--- config.mk ---
export PLATFORM = sky130hd
export DESIGN_NAME = gpio_bank_regs
export DESIGN_NICKNAME = d
export VERILOG_FILES = /design/src/rtl/gpio_bank_pkg.sv /design/src/rtl/gpio_bank_dec.sv /design/src/rtl/gpio_in_sync.sv /design/src/rtl/gpio_port_regs.sv /design/src/rtl/gpio_bank_regs.sv
export SDC_FILE = /design/constraint.sdc
export NUM_CORES = 1
export LEC_CHECK = 0
export CORE_MARGIN = 5
export CORE_UTILIZATION = 45
export DETAILED_ROUTE_END_ITERATION = 8
export GPL_TIMING_DRIVEN = 1
export PLACE_DENSITY = 0.77
export SYNTH_ARGS = -nofsm -noshare
export SYNTH_HDL_FRONTEND = slang
export SYNTH_HIERARCHICAL = 1
export SYNTH_SLANG_ARGS = --single-unit
--- constraint.sdc ---
create_clock -name clk -period 2.4 [get_ports clk]
set_input_delay 0.36 -clock clk [delete_from_list [all_inputs] [get_ports clk]]
set_output_delay 0.36 -clock clk [all_outputs]
set_load 0.05 [all_outputs]
--- src/rtl/gpio_bank_pkg.sv ---
package gpio_bank_pkg;

    localparam int PORT_PINS  = 8;
    localparam int N_PORTS    = 4;
    localparam int PORT_IDX_W = $clog2(N_PORTS);
    localparam int BUS_ADDR_W = 12;
    localparam int BUS_DATA_W = 32;
    localparam int ALIAS_BIT  = 11;

    typedef logic [PORT_PINS-1:0] pin_byte_t;

    typedef enum logic [1:0] {
        RK_FUNC = 2'd0,
        RK_OEN  = 2'd1,
        RK_DOUT = 2'd2,
        RK_PIN  = 2'd3
    } reg_kind_e;

    localparam int N_WREGS = 3;

    typedef struct packed {
        logic                  hit;
        logic                  masked;
        reg_kind_e             kind;
        logic [PORT_IDX_W-1:0] port;
    } dec_t;

    function automatic pin_byte_t merge_pins(
        input pin_byte_t cur,
        input pin_byte_t val,
        input pin_byte_t sel,
        input logic      masked
    );
        if (masked) return (cur & ~sel) | (val & sel);
        return val;
    endfunction

endpackage

--- src/rtl/gpio_bank_dec.sv ---
module gpio_bank_dec
    import gpio_bank_pkg::*;
#(
    parameter int ADDR_W = BUS_ADDR_W
) (
    input  logic [ADDR_W-1:0] addr,
    output dec_t              dec
);
    localparam int KIND_LSB = PORT_IDX_W + 2;

    logic in_window;

    always_comb begin
        in_window = (addr[ALIAS_BIT-1:KIND_LSB+2] == '0) && (addr[1:0] == 2'b00);
        dec.hit    = in_window;
        dec.masked = addr[ALIAS_BIT];
        dec.kind   = reg_kind_e'(addr[KIND_LSB+1:KIND_LSB]);
        dec.port   = addr[KIND_LSB-1:2];
    end

endmodule

--- src/rtl/gpio_in_sync.sv ---
module gpio_in_sync #(
    parameter int W = 32
) (
    input  logic         clk,
    input  logic         rst,
    input  logic [W-1:0] d,
    output logic [W-1:0] q
);
    logic [W-1:0] stage1_q;
    logic [W-1:0] stage2_q;

    always_ff @(posedge clk) begin
        if (rst) begin
            stage1_q <= '0;
            stage2_q <= '0;
        end else begin
            stage1_q <= d;
            stage2_q <= stage1_q;
        end
    end

    assign q = stage2_q;

    logic [1:0] warm_q;
    always_ff @(posedge clk) begin
        if (rst)                 warm_q <= '0;
        else if (warm_q != 2'd2) warm_q <= warm_q + 2'd1;
    end

    AST_SYNC_TWO_STAGE: assert property (@(posedge clk) disable iff (rst)
        (warm_q == 2'd2) |-> (q == $past(d, 2)));

endmodule

--- src/rtl/gpio_port_regs.sv ---
module gpio_port_regs
    import gpio_bank_pkg::*;
(
    input  logic               clk,
    input  logic               rst,
    input  logic [N_WREGS-1:0] wr_en,
    input  logic               masked,
    input  pin_byte_t          wr_val,
    input  pin_byte_t          wr_sel,
    output pin_byte_t          func_q,
    output pin_byte_t          oen_q,
    output pin_byte_t          dout_q
);
    pin_byte_t regs_q [N_WREGS];

    for (genvar k = 0; k < N_WREGS; k++) begin : g_reg
        always_ff @(posedge clk) begin
            if (rst)           regs_q[k] <= '0;
            else if (wr_en[k]) regs_q[k] <= merge_pins(regs_q[k], wr_val, wr_sel, masked);
        end

        AST_MASK_KEEPS_BITS: assert property (@(posedge clk) disable iff (rst)
            (wr_en[k] && masked) |=>
            (((regs_q[k] ^ $past(regs_q[k])) & ~$past(wr_sel)) == '0));

        AST_MASK_SETS_BITS: assert property (@(posedge clk) disable iff (rst)
            (wr_en[k] && masked) |=>
            (((regs_q[k] ^ $past(wr_val)) & $past(wr_sel)) == '0));

        AST_IDLE_HOLDS: assert property (@(posedge clk) disable iff (rst)
            !wr_en[k] |=> $stable(regs_q[k]));
    end

    assign func_q = regs_q[0];
    assign oen_q  = regs_q[1];
    assign dout_q = regs_q[2];

    AST_ONE_REG_PER_WRITE: assert property (@(posedge clk) disable iff (rst)
        $onehot0(wr_en));

endmodule

--- src/rtl/gpio_bank_regs.sv ---
module gpio_bank_regs
    import gpio_bank_pkg::*;
#(
    parameter int NPORT  = N_PORTS,
    parameter int NPINS  = PORT_PINS,
    parameter int ADDR_W = BUS_ADDR_W,
    parameter int DATA_W = BUS_DATA_W
) (
    input  logic              clk,
    input  logic              rst,
    input  logic              bus_sel,
    input  logic              bus_wr,
    input  logic [ADDR_W-1:0] bus_addr,
    input  logic [DATA_W-1:0] bus_wdata,
    output logic [DATA_W-1:0] bus_rdata,
    input  logic [NPORT*NPINS-1:0] pad_in,
    output logic [NPORT*NPINS-1:0] pad_oe,
    output logic [NPORT*NPINS-1:0] pad_do,
    output logic [NPORT*NPINS-1:0] pin_gpio
);
    localparam int NPIN_ALL = NPORT * NPINS;

    dec_t dec;

    gpio_bank_dec #(.ADDR_W(ADDR_W)) u_dec (
        .addr (bus_addr),
        .dec  (dec)
    );

    logic [NPIN_ALL-1:0] pad_sync;

    gpio_in_sync #(.W(NPIN_ALL)) u_sync (
        .clk (clk),
        .rst (rst),
        .d   (pad_in),
        .q   (pad_sync)
    );

    logic wr_hit;
    logic rd_req;
    assign wr_hit = bus_sel && bus_wr && dec.hit && (dec.kind != RK_PIN);
    assign rd_req = bus_sel && !bus_wr;

    pin_byte_t wr_val;
    pin_byte_t wr_sel;
    assign wr_val = bus_wdata[NPINS-1:0];
    assign wr_sel = bus_wdata[2*NPINS-1:NPINS];

    logic unused_wdata_hi;
    assign unused_wdata_hi = ^bus_wdata[DATA_W-1:2*NPINS];

    pin_byte_t func_b [NPORT];
    pin_byte_t oen_b  [NPORT];
    pin_byte_t dout_b [NPORT];

    for (genvar p = 0; p < NPORT; p++) begin : g_port
        logic [N_WREGS-1:0] we;
        always_comb begin
            we = '0;
            if (wr_hit && (dec.port == PORT_IDX_W'(p))) begin
                we[dec.kind] = 1'b1;
            end
        end

        gpio_port_regs u_port (
            .clk    (clk),
            .rst    (rst),
            .wr_en  (we),
            .masked (dec.masked),
            .wr_val (wr_val),
            .wr_sel (wr_sel),
            .func_q (func_b[p]),
            .oen_q  (oen_b[p]),
            .dout_q (dout_b[p])
        );

        assign pin_gpio[p*NPINS +: NPINS] = func_b[p];
        assign pad_oe  [p*NPINS +: NPINS] = oen_b[p];
        assign pad_do  [p*NPINS +: NPINS] = dout_b[p];
    end

    pin_byte_t rd_byte;
    always_comb begin
        rd_byte = '0;
        if (dec.hit) begin
            unique case (dec.kind)
                RK_FUNC: rd_byte = func_b[dec.port];
                RK_OEN:  rd_byte = oen_b[dec.port];
                RK_DOUT: rd_byte = dout_b[dec.port];
                RK_PIN:  rd_byte = pad_sync[dec.port*NPINS +: NPINS];
                default: rd_byte = '0;
            endcase
        end
    end

    always_ff @(posedge clk) begin
        if (rst)         bus_rdata <= '0;
        else if (rd_req) bus_rdata <= {{(DATA_W-NPINS){1'b0}}, rd_byte};
    end

    AST_RDATA_HIGH_ZERO: assert property (@(posedge clk) disable iff (rst)
        bus_rdata[DATA_W-1:NPINS] == '0);

    AST_MISS_READS_ZERO: assert property (@(posedge clk) disable iff (rst)
        (bus_sel && !bus_wr && !dec.hit) |=> (bus_rdata == '0));

    AST_MISS_NO_WRITE: assert property (@(posedge clk) disable iff (rst)
        (bus_sel && bus_wr && !dec.hit) |=>
        ($stable(pad_oe) && $stable(pad_do) && $stable(pin_gpio)));

    AST_PIN_WRITE_IGNORED: assert property (@(posedge clk) disable iff (rst)
        (bus_sel && bus_wr && dec.hit && dec.kind == RK_PIN) |=>
        ($stable(pad_oe) && $stable(pad_do) && $stable(pin_gpio)));

    AST_OEN_WRITE_KEEPS_DOUT: assert property (@(posedge clk) disable iff (rst)
        (bus_sel && bus_wr && dec.hit && dec.kind == RK_OEN) |=> $stable(pad_do));

endmodule

# Yosys cells after proc, flatten, opt, wreduce, memory -nomap -nowiden
# Memory sizes are Yosys's and may differ from the RTL's.
# Cells that the tools add are included.
word_totals:
  memories: 4
  reg_bits: 72
  out_inout_bits: 128
  inputBits: 80
  ram_bits: 96
  elab_cells: 212
op_classes:
  n_bitwise: 39
  muxes: 140
  n_shift: 1
  eq_ne: 7
  reduce_logical: 15
  n_lt_le_gt_ge: 3
memory_table:
  columns: ["name", "words", "width", "read_ports", "rd_clocked_by_memory_dff", "wr", "line", "source"]
  rows:
  - ["g_port[0].u_port.regs_q", 3, 8, 3, 0, 3, "gpio_port_regs.sv:14", "pin_byte_t regs_q [N_WREGS];"]
  - ["g_port[1].u_port.regs_q", 3, 8, 3, 0, 3, "gpio_port_regs.sv:14", null]
  - ["g_port[2].u_port.regs_q", 3, 8, 3, 0, 3, "gpio_port_regs.sv:14", null]
  - ["g_port[3].u_port.regs_q", 3, 8, 3, 0, 3, "gpio_port_regs.sv:14", null]
ops:
  columns: ["op", "n"]
  rows:
  - ["$mux 8", 67]
  - ["$and 8x8->8", 13]
  - ["$or 8x8->8", 12]
  - ["$mux 1", 64]
  - ["$bmux 8 s2", 3]
  - ["$pmux 8 s4", 1]
  - ["$shiftx 32x6->8", 1]
  - ["$mux 3", 4]
  - ["$or 1x1->1", 12]
  - ["$logic_and 1x1->1", 10]
  - ["$eq 2x2->1 const B", 4]
  - ["$not 8->8", 1]
  - ["$logic_not 2->1", 3]
  - ["$logic_not 5->1", 1]
  - ["$eq 2x1->1 const B", 2]
  - ["$ge 3x3->1 const B", 1]
  - ["$lt 2x3->1 const B", 1]
  - ["$not 2->3", 1]
  - ["$demux 1 s2", 1]
  - ["$ge 2x1->1 const B", 1]
  - ["$ne 2x2->1 const B", 1]
  - ["$logic_not 1->1", 1]

# Longest topological paths before layout
# Gate-level depths: netlist of run 1.
logic_depth:
  ltp_word: 12
  ltp_mapped: 10

# By module
# The synthesis of run 1 kept the hierarchy.
by_module_without_submodules:
  columns: ["module", "seq_area_each_um2", "cells_each", "instances", "area_per_inst_um2"]
  rows:
  - ["gpio_port_regs", 720.7, 93, 4, 1168.6]
  - ["gpio_in_sync", 1281.2, 135, 1, 1918.1]
  - ["gpio_bank_regs", 160.2, 154, 1, 1709.1]
  - ["gpio_bank_dec", 0.0, 8, 1, 65.1]

# Least setup slack after synthesis of run 1
# OpenSTA, ideal clock, no wires.
synth_timing:
  path_kind: "input to register"
  startpoint: "input port bus_addr[1]"
  endpoint: "memory g_port[1].u_port/regs_q[0][0] (netlist name) (enable)"
  path_stages: 8
  path_buffers: 1
  setup_slack_ns: -0.164
  setup_time_ns: 0.309
  arrival_ns: 2.255
  cell_sequence: "or4_1 -> nor4_2 -> buf_4 -> nand2_1 -> a211o_1 -> or3b_1 -> nor3_2 -> or2_2"
synth_rtl:
  columns: ["element", "line", "source"]
  rows:
  - ["start: declaration", "gpio_bank_regs.sv:13", "input logic [ADDR_W-1:0] bus_addr,"]
  - ["end: declaration", "gpio_port_regs.sv:14", null]

==> flow_summary.yaml, run 1 <==
synth:
  yosys_warnings: 6
  syn_inst: 669
  netlist_area_sq_um: 8367
  synth_cell_types: 41
  syn_avg_cell_area_sq_um: 12.51
  ys_seq_area_share_pct: 51.68
  synth_seq_cells: 168
clock_tree:
  clk_latency_ps: 420
  cts_hold_buf: 0
  cts_tree: "done"
  clockBufferDepth: 2
  clk_pin_slew_ps: 70
  cts.sinks: 168
  htreeDepth: 4
  cts_root_buf: "clkbuf_16"
  cts_buffers: 17
floorplanning:
  ioPinCount: 208
  die_h_microns: 146.4
  floorplan.rows: 49
  die_w_microns: 146.4
  die_area_sq_um: 21420
  start_util_pct: 46.10
  coreArea_sq_um: 18150
place:
  place_area_sq_um: 10100
  dp.final_hpwl_mm: 19.12
  portBuffers: 167
  place_inst: 1040
  gp_congestion: 0.8773
timing:
  slew_viol_final: 0
  fmax_mhz: 433.7
  tightest_slew_ps: 792.4
  hold_viol: 0
  rsz0062_at_grt: "no"
  finalCriticalPeriod_ps: 2306
  slew-limit-headroom_pct: 47.01
  period_share_pct: 96.08
  finalSetupViolCount: 0
  fin_skew_ps: 6.000
power_and_ir_drop:
  power_mw: 6.933
  vdd_drop_max_mv: 0.3646
  p_leak_nw: 3.784
  power.density_nw_per_um2: 643.8
layout:
  stdcell_count: 1074
  final_layout_size_suffix_gt1_share_pct: 25.44
  num_antenna_cells: 0
  area_delta_synth_final_pct: 28.71
  final_cell_mix: "160 x clkdlybuf4s50_1, 96 x nand3b_1, 96 x edfxtp_1"
  nets: 912
  final_area_sq_um: 10770
  final_common_cell: "clkdlybuf4s50_1"
  n_fill_cell: 1430
routing:
  via_per_inst: 5.848
  drt-pass1-iter-count: 5
  drt_iter0_drc: 876
  num_vias: 6281
  drcViolationCount: 0
  routedWlPerCell_microns: 23.38
  wirelength_mm: 25.11
  postRouteAntennaNets: 0
critical_path:
  crit_required_ps: 2530
  cp-end-kind: "flop"
  cp_max_fo: 8
  arrival_ps: 2430
  path_class: "input pin to flop"
  startpoint_type: "input pin"
min_path:
  hp-class: "flop to flop"
grt:
  first_global_vias: 6181
  grt-ovfl-total: 0
  grt_max_degree: 65
  antenna_found_initial: 0
  globalRouteTotalUtil_pct: 22.99
  grt_first_pass_wirelength_mm: 37.50
job:
  cap_violations: 0
run_status:
  status: "completed"
==> metrics by stage <==
stage	utilization, %	setup WS (ps)	setup TNS (ps)	hold WS (ps)
3_3_place_gp	55.67	-659.1	-107640	417.4
4_1_cts	59.32	-86.09	-1517	442.0
3_5_place_dp	55.67	-701.6	-111710	422.5
6_report	59.34	94.12	0	436.2
2_1_floorplan	-	-63.91	-2900	413.8
5_1_grt	59.34	8.069	0	448.1
==> synthesized netlist by cell type, drive strengths merged <==
| cell type | instances | area, sq um |
|---|---|---|
| a21oi | 98 | 490.5 |
| edfxtp | 96 | 2883 |
| nand3b | 96 | 720.7 |
| dfxtp | 72 | 1441 |
| nor2b | 64 | 550.5 |
| buf | 59 | 553.0 |
| o21ai | 39 | 285.3 |
| mux2i | 24 | 240.2 |
| mux4 | 24 | 593.1 |
| nand2b | 20 | 125.1 |
| clkbuf | 13 | 48.80 |
| or2 | 12 | 75.07 |
| nor2 | 9 | 36.29 |
| a22oi | 7 | 52.55 |
| a32oi | 7 | 61.31 |
| inv | 6 | 32.52 |
| nand2 | 6 | 22.52 |
| nor3 | 5 | 40.04 |
| nor4 | 2 | 33.78 |
| or3b | 2 | 20.02 |
| a211o | 1 | 8.760 |
| conb | 1 | 3.750 |
| nand4 | 1 | 6.260 |
| nor3b | 1 | 12.51 |
| o2111ai | 1 | 8.760 |
| o211ai | 1 | 7.510 |
| or3 | 1 | 6.260 |
| or4 | 1 | 7.510 |
==> cell families (layout without fill, tap and decap cells) <==
family	after synthesis	in the layout	synth area share, %
simple gates	220	220	19.80
flops	168	168	51.68
compound gates	154	154	10.93
buf+inv	78	231	7.582
mux	48	48	9.960
other cells	1	24	0.04482
==> timing repair <==
action	4_1_cts	5_1_grt
resized for setup	30	1
cloned	0	0
setup endpoints to repair	162	183
pin swaps	13	2
setup buffers	2	0
==> power breakdown <==
part           total (mW)  internal (mW)  switching, mW  leakage [nW]
clock network        2.67           1.48           1.19         0.291
logic                1.04          0.384          0.658          1.91
registers            3.22           3.14         0.0791          1.59
total                6.93           5.00           1.93          3.78
==> layout make-up <==
class,count,area (sq um),area share (%)
clock buffer,20,479.2,4.450
inverter,6,32.53,0.3021
timing repair buffer,193,1874,17.40
clock inverter,12,100.1,0.9295
multi-input combinational,446,3672,34.10
tap,229,286.5,2.661
sequential,168,4324,40.15
==> state kept, by name, indices dropped and copies added, names as in the netlist <==
register              flops
u_sync/q                 32
g_port.u_port/regs_q     96
bus_rdata                 8
u_sync/stage1_q          32
==> critical path, stage by stage <==
cell and delay, ps:
buf_6 90, or4_4 530, nor4_4 210, nand2_4 80, a211o_4 340, or3_4 430, nor2_1 150, or2_4 230
==> metal layers <==
layer  vias up  part of all wire [%]  track usage [%]
li1       2766                     -                -
met4         0                   3.0            8.043
met1      2987                    38            30.70
met5         -                     0                0
met3        49                    13            7.282
met2       479                    46            35.52
==> worst paths after layout <==
path	from	to	slack, ps	depth (start not counted)
max	bus_addr[8]	g_port[0].u_port/regs_q[2][3]	90	8
min	u_sync/stage1_q[27]	u_sync/q[27]	440	1
max reg2reg	g_port[1].u_port/regs_q[1][2]	bus_rdata[2]	740	4
min reg2reg	u_sync/stage1_q[27]	u_sync/q[27]	440	1
Power figures use the tool's default switching activity.
==> run 2: changes to the inputs <==
--- a/config.mk
+++ b/config.mk
@@ -7,6 +7,7 @@
 export LEC_CHECK = 0
 export CORE_MARGIN = 5
 export CORE_UTILIZATION = 45
+export CTS_CLUSTER_SIZE = 20
 export DETAILED_ROUTE_END_ITERATION = 8
 export GPL_TIMING_DRIVEN = 1
 export PLACE_DENSITY = 0.77
==> results of run 2 <==
The final DEF is identical to that of run 1; final timing and power are the same.
